File: src/rtl/drc_pkg.sv
package drc_pkg;

    typedef enum logic [1:0] {
        PREC_SGL  = 2'd0,
        PREC_DBL  = 2'd1,
        PREC_DUAL = 2'd2,
        PREC_RSV  = 2'd3
    } prec_e;

    typedef enum logic [2:0] {
        OPC_FLT   = 3'd0,
        OPC_TRUNC = 3'd1,
        OPC_CVTU  = 3'd2,
        OPC_CVTS  = 3'd3,
        OPC_CMP   = 3'd4,
        OPC_RSV5  = 3'd5,
        OPC_RSV6  = 3'd6,
        OPC_RSV7  = 3'd7
    } opc_e;

    typedef enum logic [1:0] {
        RND_NEAR = 2'd0,
        RND_ZERO = 2'd1,
        RND_UP   = 2'd2,
        RND_DOWN = 2'd3
    } rnd_e;

    // Step decision for one input: per-lane +1/-1 and a full-width +1
    typedef struct packed {
        logic reject;
        logic wide_up;
        logic hi_up;
        logic hi_dn;
        logic lo_up;
        logic lo_dn;
    } step_plan_t;

endpackage

File: src/rtl/drc_sign_sel.sv
module drc_sign_sel
    import drc_pkg::*;
#(
    parameter int LANE_W = 32
) (
    input  logic [LANE_W-1:0] dest_lo,
    input  logic              dest_hi_msb,
    input  logic              dest_hi_zero,
    input  logic              srcb_lo_msb,
    input  logic              srcb_hi_msb,
    input  prec_e             prec,
    input  opc_e              opc,
    output logic              sgn_lo,
    output logic              sgn_hi
);

    logic lo_zero;

    always_comb begin
        lo_zero = (dest_lo == '0);
        sgn_lo  = dest_lo[LANE_W-1];
        sgn_hi  = dest_hi_msb;
        if (opc == OPC_CVTU) begin
            sgn_lo = 1'b0;
            sgn_hi = 1'b0;
        end else if (opc == OPC_CVTS) begin
            case (prec)
                PREC_SGL: begin
                    if (lo_zero) sgn_lo = srcb_lo_msb;
                end
                PREC_DUAL: begin
                    if (lo_zero)      sgn_lo = srcb_lo_msb;
                    if (dest_hi_zero) sgn_hi = srcb_hi_msb;
                end
                PREC_DBL: begin
                    // 32-bit integer sits in the low word; the source is a double
                    sgn_hi = lo_zero ? srcb_hi_msb : dest_lo[LANE_W-1];
                end
                default: ;
            endcase
        end
    end

endmodule

File: src/rtl/drc_step_plan.sv
module drc_step_plan
    import drc_pkg::*;
(
    input  prec_e      prec,
    input  opc_e       opc,
    input  rnd_e       rnd,
    input  logic       inx_lo,
    input  logic       inx_hi,
    input  logic       sgn_lo,
    input  logic       sgn_hi,
    output step_plan_t plan
);

    logic is_fp;
    logic is_int;
    logic directed;
    logic go_up;
    logic gate;
    logic want_lo;
    logic want_hi;

    always_comb begin
        plan        = '0;
        plan.reject = (opc >= OPC_CMP) || (prec == PREC_RSV);
        is_fp       = (opc == OPC_FLT);
        is_int      = (opc == OPC_CVTU) || (opc == OPC_CVTS);
        directed    = (rnd == RND_UP) || (rnd == RND_DOWN);
        go_up       = (rnd == RND_UP);
        gate        = inx_lo || ((prec == PREC_DUAL) && inx_hi);
        // a lane moves when its sign points away from the truncated side
        want_lo     = go_up ? !sgn_lo : sgn_lo;
        want_hi     = go_up ? !sgn_hi : sgn_hi;

        if (!plan.reject && directed && (is_fp || is_int) && gate) begin
            case (prec)
                PREC_SGL: begin
                    if (want_lo) begin
                        plan.lo_up = go_up || is_fp;
                        plan.lo_dn = !go_up && is_int;
                    end
                end
                PREC_DBL: begin
                    if (want_hi) begin
                        plan.wide_up = is_fp;
                        plan.lo_up   = is_int && go_up;
                        plan.lo_dn   = is_int && !go_up;
                    end
                end
                PREC_DUAL: begin
                    if (inx_lo && want_lo) begin
                        plan.lo_up = go_up || is_fp;
                        plan.lo_dn = !go_up && is_int;
                    end
                    if (inx_hi && want_hi) begin
                        plan.hi_up = go_up || is_fp;
                        plan.hi_dn = !go_up && is_int;
                    end
                end
                default: ;
            endcase
        end
    end

endmodule

File: src/rtl/drc_lane_step.sv
module drc_lane_step #(
    parameter int W = 32
) (
    input  logic [W-1:0] val_in,
    input  logic         step_up,
    input  logic         step_dn,
    output logic [W-1:0] val_out
);

    always_comb begin
        case ({step_up, step_dn})
            2'b10:   val_out = val_in + W'(1);
            2'b01:   val_out = val_in - W'(1);
            default: val_out = val_in;
        endcase
    end

endmodule

File: src/rtl/drc_round_fix.sv
module drc_round_fix
    import drc_pkg::*;
#(
    parameter int DATA_W = 64
) (
    input  logic              clk,
    input  logic              rst_n,
    input  logic              in_valid,
    input  logic [DATA_W-1:0] dest_val,
    input  logic [DATA_W-1:0] srcb_val,
    input  logic [1:0]        prec_mode,
    input  logic [2:0]        op_class,
    input  logic [1:0]        rnd_mode,
    input  logic              lo_guard,
    input  logic              lo_sticky,
    input  logic              hi_guard,
    input  logic              hi_sticky,
    output logic              out_valid,
    output logic [DATA_W-1:0] out_val,
    output logic              out_adj,
    output logic              out_reject
);

    localparam int LANE_W = DATA_W / 2;
    localparam int LANES  = 2;

    typedef struct packed {
        logic              vld;
        logic              rej;
        logic              adj;
        logic [DATA_W-1:0] val;
    } res_t;

    res_t res_d;
    res_t res_q;

    prec_e      prec;
    opc_e       opc;
    rnd_e       rnd;
    logic       sgn_lo;
    logic       sgn_hi;
    step_plan_t plan;

    logic [LANES-1:0]             lane_up;
    logic [LANES-1:0]             lane_dn;
    logic [LANES-1:0][LANE_W-1:0] lane_in;
    logic [LANES-1:0][LANE_W-1:0] lane_out;
    logic [DATA_W-1:0]            wide_inc;

    assign prec = prec_e'(prec_mode);
    assign opc  = opc_e'(op_class);
    assign rnd  = rnd_e'(rnd_mode);

    drc_sign_sel #(.LANE_W(LANE_W)) u_sign (
        .dest_lo      (dest_val[LANE_W-1:0]),
        .dest_hi_msb  (dest_val[DATA_W-1]),
        .dest_hi_zero (dest_val[DATA_W-1:LANE_W] == '0),
        .srcb_lo_msb  (srcb_val[LANE_W-1]),
        .srcb_hi_msb  (srcb_val[DATA_W-1]),
        .prec         (prec),
        .opc          (opc),
        .sgn_lo       (sgn_lo),
        .sgn_hi       (sgn_hi)
    );

    drc_step_plan u_plan (
        .prec   (prec),
        .opc    (opc),
        .rnd    (rnd),
        .inx_lo (lo_guard | lo_sticky),
        .inx_hi (hi_guard | hi_sticky),
        .sgn_lo (sgn_lo),
        .sgn_hi (sgn_hi),
        .plan   (plan)
    );

    assign lane_up = {plan.hi_up, plan.lo_up};
    assign lane_dn = {plan.hi_dn, plan.lo_dn};

    for (genvar g = 0; g < LANES; g++) begin : g_lane
        assign lane_in[g] = dest_val[g*LANE_W +: LANE_W];
        drc_lane_step #(.W(LANE_W)) u_step (
            .val_in  (lane_in[g]),
            .step_up (lane_up[g]),
            .step_dn (lane_dn[g]),
            .val_out (lane_out[g])
        );
    end

    assign wide_inc = dest_val + DATA_W'(1);

    always_comb begin
        res_d     = res_q;
        res_d.vld = in_valid;
        if (in_valid) begin
            res_d.rej = plan.reject;
            res_d.adj = plan.wide_up | (|lane_up) | (|lane_dn);
            res_d.val = plan.wide_up ? wide_inc : lane_out;
        end
    end

    always_ff @(posedge clk) begin
        if (!rst_n) begin
            res_q <= '0;
        end else begin
            res_q <= res_d;
        end
    end

    assign out_valid  = res_q.vld;
    assign out_val    = res_q.val;
    assign out_adj    = res_q.adj;
    assign out_reject = res_q.rej;

endmodule

File: config.mk
export PLATFORM = sky130hd
export DESIGN_NAME = drc_round_fix
export DESIGN_NICKNAME = d
export VERILOG_FILES = /design/src/rtl/drc_pkg.sv /design/src/rtl/drc_sign_sel.sv /design/src/rtl/drc_step_plan.sv /design/src/rtl/drc_lane_step.sv /design/src/rtl/drc_round_fix.sv
export SDC_FILE = /design/constraint.sdc
export NUM_CORES = 1
export LEC_CHECK = 0
export BUFFER_PORTS_ARGS = -buffer_cell sky130_fd_sc_hd__buf_4
export CAP_MARGIN = 20
export CORE_ASPECT_RATIO = 0.9
export CORE_MARGIN = 2
export CORE_UTILIZATION = 45
export CTS_BUF_LIST = sky130_fd_sc_hd__clkbuf_4 sky130_fd_sc_hd__clkbuf_8
export CTS_CLUSTER_SIZE = 20
export DETAILED_ROUTE_END_ITERATION = 12
export PLACE_DENSITY = 0.71
export SYNTH_ARGS = -nofsm -noshare
export SYNTH_HDL_FRONTEND = slang
export SYNTH_HIERARCHICAL = 1
export SYNTH_SLANG_ARGS = --single-unit
File: constraint.sdc
create_clock -name clk -period 8.4 [get_ports clk]
set_clock_uncertainty 0.2 [all_clocks]
set_input_delay 0.42 -clock clk [delete_from_list [all_inputs] [get_ports clk]]
set_output_delay 0.42 -clock clk [all_outputs]
set_load 0.005 [all_outputs]
; ---- Word-level counts from Yosys, hierarchy flattened
; Cells that the tools add are included.
[word_totals]
regBits = 67
in_bits = 142
out_inout_bits = 67
wordCells = 73
[classes]
add_sub_neg = 5
order_cmp = 1
eq_ne = 11
mux = 23
n_bitwise = 4
n_reduce_logical = 25
[op_table]
columns = operator, count
row1 = $pmux 32 s2, 2
row2 = $add 32x1->32 const B, 2
row3 = $add 64x1->64 const B, 1
row4 = $logic_not 32->1, 2
row5 = $mux 64, 1
row6 = $sub 32x1->32 const B, 2
row7 = $eq 2x2->1 const B, 6
row8 = $mux 1, 12
row9 = $mux 2, 5
row10 = $logic_and 1x1->1, 8
row11 = $eq 2x1->1 const B, 3
row12 = $eq 3x2->1 const B, 2
row13 = $logic_or 1x1->1, 6
row14 = $pmux 2 s3, 1
row15 = $reduce_or 2->1, 3
row16 = $mux 5, 1
row17 = $logic_not 1->1, 4
row18 = $or 1x1->1, 4
row19 = $ge 3x3->1 const B, 1
row20 = $logic_not 3->1, 1
row21 = $logic_not 2->1, 1
row22 = $pmux 1 s2, 1

; ---- Depth between registers and ports, before layout
[logic_depth]
depth_word = 14
mapped_depth = 31
mapped_depth_nobuf = 24

; ---- Modules after synthesis
; Netlist, hierarchy kept.
[modules_own_cells]
columns = module, n_inst, cells_per_inst, area_per_inst_um2, seq_area_each_um2
row1 = drc_lane_step, 2, 419, 2671.3, 0.0
row2 = drc_round_fix, 1, 542, 4267.8, 1341.3
row3 = drc_sign_sel, 1, 30, 203.9, 0.0
row4 = drc_step_plan, 1, 29, 198.9, 0.0

; ---- Worst setup path after synthesis
; OpenSTA, ideal clock, no wires.
[synth_path]
path_type = input-to-reg
startpoint = input dest_val[35]
endpoint = register res_q, in the netlist out_val[20]
setup_time_ns = 0.128
t_arrival_ns = 5.546
required_time_ns = 8.072
setup_slack_ns = 2.526
cell_stages = 28
n_path_buf = 7
cell_sequence = nor4_1 nand4_1 nor2_1 mux2i_1 a2bb2oi_1 o21ai_1 nand2b_1 a211o_1 a2111oi_2 ha_1 buf_4 buf_4 buf_4 buf_6 buf_4 clkbuf_1 buf_2 xor2_1 ha_1 nand4bb_1 nand4_1 a21boi_1 o211a_1 nor3_1 or3b_1 xnor2_1 a222oi_1 nor2_1
[synth_rtl]
columns = element, line
row1 = start: declaration, drc_round_fix.sv:9  ; input logic [DATA_W-1:0] dest_val,
row2 = end signal: assignment, drc_round_fix.sv:106  ; res_q <= res_d;
row3 = end: declaration, drc_round_fix.sv:35  ; res_t res_q;

==> flow_summary.json <==
{
  "run_status": "complete, no violations",
  "p_clk_frac": 0.360,
  "netlist_top_cells_area": "dfxtp_1 13%, xnor2_1 7.3%, o21ai_0 4.6%, nand2_1 4.1%, xor2_1 3.9%",
  "synth_fp_nets": 1591,
  "synth.yosys.seq_area_share": 0.134,
  "timing.setup.tns_ns": 0,
  "p_per_area_nw_per_um2": 90.2,
  "top_reg_cell_synth": "dfxtp_1",
  "die-width_um": 161,
  "yosys_warnings": 6,
  "post_layout_nonfiller_instances": 1775,
  "p_switching_mw": 0.354,
  "min_period_ns": 6.19,
  "pin_count": 209,
  "vdd.ir_drop.worst_mv": 0.0787,
  "core_um2": 21800,
  "unrepaired_setup_endpoints_after_global_routing": "false",
  "tritoncts": "yes",
  "antenna_found_initial": 0,
  "synth_area_um2": 10000,
  "cts-buffers-inserted": 9,
  "critical_path_peak_fanout": 44,
  "port_buffers": 146,
  "grt_pass1_vias": 10127,
  "largest_net_degree_at_the_start_of_global_routing": 61,
  "finalMaxSlewViolations": 0,
  "insertedDiodeCount": 0,
  "post-place-cells": 1758,
  "drt-pass1-iter-count": 6,
  "detailedPlacementHpwl_um": 24700,
  "grt_pass1_wl_um": 56200,
  "final_worst_path_cycle_share": 0.736,
  "gp_routability_congestion": 0.937,
  "p_leak_nw": 4.08,
  "insertion_delay_of_the_later_clocked_pin_in_the_worst_skew_pair_ns": 0.38,
  "critical_path.slowest_cell": "ha_2",
  "slew_headroom": 0.382,
  "die_h_um": 146,
  "detail_route.vias_per_cell": 6.54,
  "globalRouteOverflowTotal": 0,
  "drv_cap": 0,
  "syn_area_per_cell_um2": 6.96,
  "yosysUniqueCellTypes": 90,
  "finalNetCount": 1631,
  "detail_route.wl_per_cell_um": 20.0,
  "critPathMaxStageDelay_ns": 0.81,
  "timing.fmax_ghz": 0.162,
  "postRouteAntennaNets": 0,
  "synth_area_leader_cell": "dfxtp_1",
  "place_area_um2": 11000,
  "crit_chain": "buf_4 > nor4_1 > nand4_1 > nor2_1 > mux2i_1 > a2bb2oi_1 > o21ai_1 > nand2b_1 > a211o_1 > a2111oi_2 > ha_2 > xor2_1 > ha_1 > nand4bb_1 > nand4_1 > a21boi_1 > o21ai_0 > a211oi_1 > o21a_1 > nor3_1 > a222oi_1 > nor2_1",
  "timing.hold.ws_ns": 0.203,
  "fillers": 2101,
  "worst_setup_path_category": "in -> reg",
  "initial_core_util": 0.460,
  "route.final.wire_length_um": 35400,
  "cts-hold-fix-buffers": 0,
  "p_seq_frac": 0.344,
  "total_track_usage": 0.292,
  "drc": 0,
  "drt_iter0_markers": 1379,
  "synth.ff_latch_count": 67,
  "numClockSinks": 67,
  "cts_repair_resize_count": 0,
  "worst_ep_arrival_time_ns": 6.25,
  "internal_power_mw": 0.659,
  "finalHoldViolCount": 0,
  "timing.critical_path.to_type": "flip-flop",
  "final_layout_size_suffix_gt1_frac": 0.161,
  "clk_transition_reported_paths_ns": 0.10,
  "synthesis.instances": 1439,
  "fin_area_um2": 11200,
  "worst_margin_pin_slew_ns": 0.919,
  "pwr-share-comb": 0.296,
  "floorplan.rows": 51,
  "setup_viol_count_final": 0,
  "syn_to_final_growth_pct": 12.3,
  "fp.dieArea_um2": 23500,
  "critical_path.startpoint_type": "input port",
  "power.switching_fraction": 0.349,
  "required_time_at_the_endpoint_of_the_critical_path_ns": 8.46,
  "async_set_or_reset_flop_fraction_in_the_synthesized_netlist": 0,
  "root_buffer": "clkbuf_8",
  "post-cts-setup-buffers": 0,
  "yosys.area.top_type_share": 0.134,
  "cts.htree.levels": 3,
  "hold_path.class": "in -> reg",
  "dr_total_vias": 11609,
  "synth_edf_count": 0,
  "cts.path.max_buffers": 2
}
-- cells by family after synthesis --
group,after synthesis,synth area share
multiplexers,16,0.0162
adder cells (fa/ha/maj),10,0.0125
XOR/XNOR,129,0.113
AO/OA/AOI/OAI,447,0.313
AND/OR/NAND/NOR,597,0.337
buffers and inverters,173,0.0752
flip-flops,67,0.134
-- power groups by stage --
| stage | clock network, mW | logic, mW | registers (mW) |
|---|---|---|---|
| after global routing | 0.378 | 0.326 | 0.351 |
| final | 0.364 | 0.300 | 0.349 |
| after CTS | 0.366 | 0.295 | 0.349 |
| after detailed placement | 0 | 0.293 | 0.356 |
| after floorplan | 0 | 0.169 | 0.354 |
| after global placement | 0 | 0.289 | 0.355 |
-- synth_stat cells (14+ instances only) --
master    instances
a21oi_1          74
nor3_1           67
dfxtp_1          67
xor2_1           45
mux2i_1          14
nor2_1          103
nor2b_1          24
o21ai_0          92
a22o_1           27
clkbuf_1         83
nand2b_1         19
o21ai_1          27
and4b_1          20
nand2_1         109
inv_1            35
or3_1            21
a22oi_1          20
buf_2            23
xnor2_1          84
nand4_1          34
a211oi_1         14
nor4_1           30
o31a_1           20
nand3_1          53
and3_1           32
a31oi_1          16
a211o_1          14
-- flip-flops by register name (all words and copies together), names as in the netlist --
| signal | count |
|---|---|
| out_val | 64 |
| out_adj | 1 |
| out_reject | 1 |
| out_valid | 1 |
-- path summary, 6_finish.rpt --
check,from,endpoint,slack [ns],cells after the start
setup reg to reg,out_val[20],out_val[20],7.27,2
hold / removal,op_class[2],out_reject,0.20,4
hold reg to reg,out_val[0],out_val[0],0.30,2
setup / recovery,dest_val[53],out_val[24],2.21,22
-- critical path: cells and delay by family --
family	cells	cell delay [ns]
simple gates	8	1.52
compound gates	9	2.69
mux	1	0.22
fa+ha+maj	2	1.02
xor+xnor	1	0.20
buf+inv	1	0.17
-- placed cells by master (no fill, tap or decap), types with 16 or more instances in the layout --
cell      synthesis  final
buf_4            10    157
nand2_1         109    109
nor2_1          103    102
o21ai_0          92     92
xnor2_1          84     84
a21oi_1          74     74
dfxtp_1          67     67
nor3_1           67     66
nand3_1          53     53
xor2_1           45     45
inv_1            35     35
nand4_1          34     34
and3_1           32     32
nor4_1           30     30
a22o_1           27     27
o21ai_1          27     27
nor2b_1          24     24
or3_1            21     21
a22oi_1          20     20
and4b_1          20     20
o31a_1           20     20
nand2b_1         19     19
a31oi_1          16     16
-- area by class of cell --
class / instances / area, um^2 / area share
clock buffers: 10 / 131 / 0.0117
clock inverters: 6 / 114 / 0.0101
inverters: 44 / 165 / 0.0147
multi-input cells: 1199 / 7930 / 0.706
flip-flops and latches: 67 / 1340 / 0.119
well taps: 291 / 364 / 0.0324
repair buffers: 158 / 1190 / 0.106
-- metrics by stage --
stage          setup WS [ns]   util  power (mW)
3_3_place_gp            2.02  0.505       0.644
3_5_place_dp            1.92  0.505       0.649
5_1_grt                 1.64  0.517        1.05
6_report                2.21  0.517        1.01
2_1_floorplan           2.53      -       0.523
4_1_cts                 2.31  0.516        1.01
-- per-layer routing --
| metal | vias up | track usage | wire length, um |
|---|---|---|---|
| li1 | 5469 | - | - |
| met1 | 5417 | 0.421 | 15500 |
| met2 | 663 | 0.421 | 14800 |
| met3 | 60 | 0.0909 | 4380 |
| met4 | 0 | 0.0741 | 720 |
| met5 | - | 0 | 0 |
No activity file was read; power rests on OpenSTA's default activity.
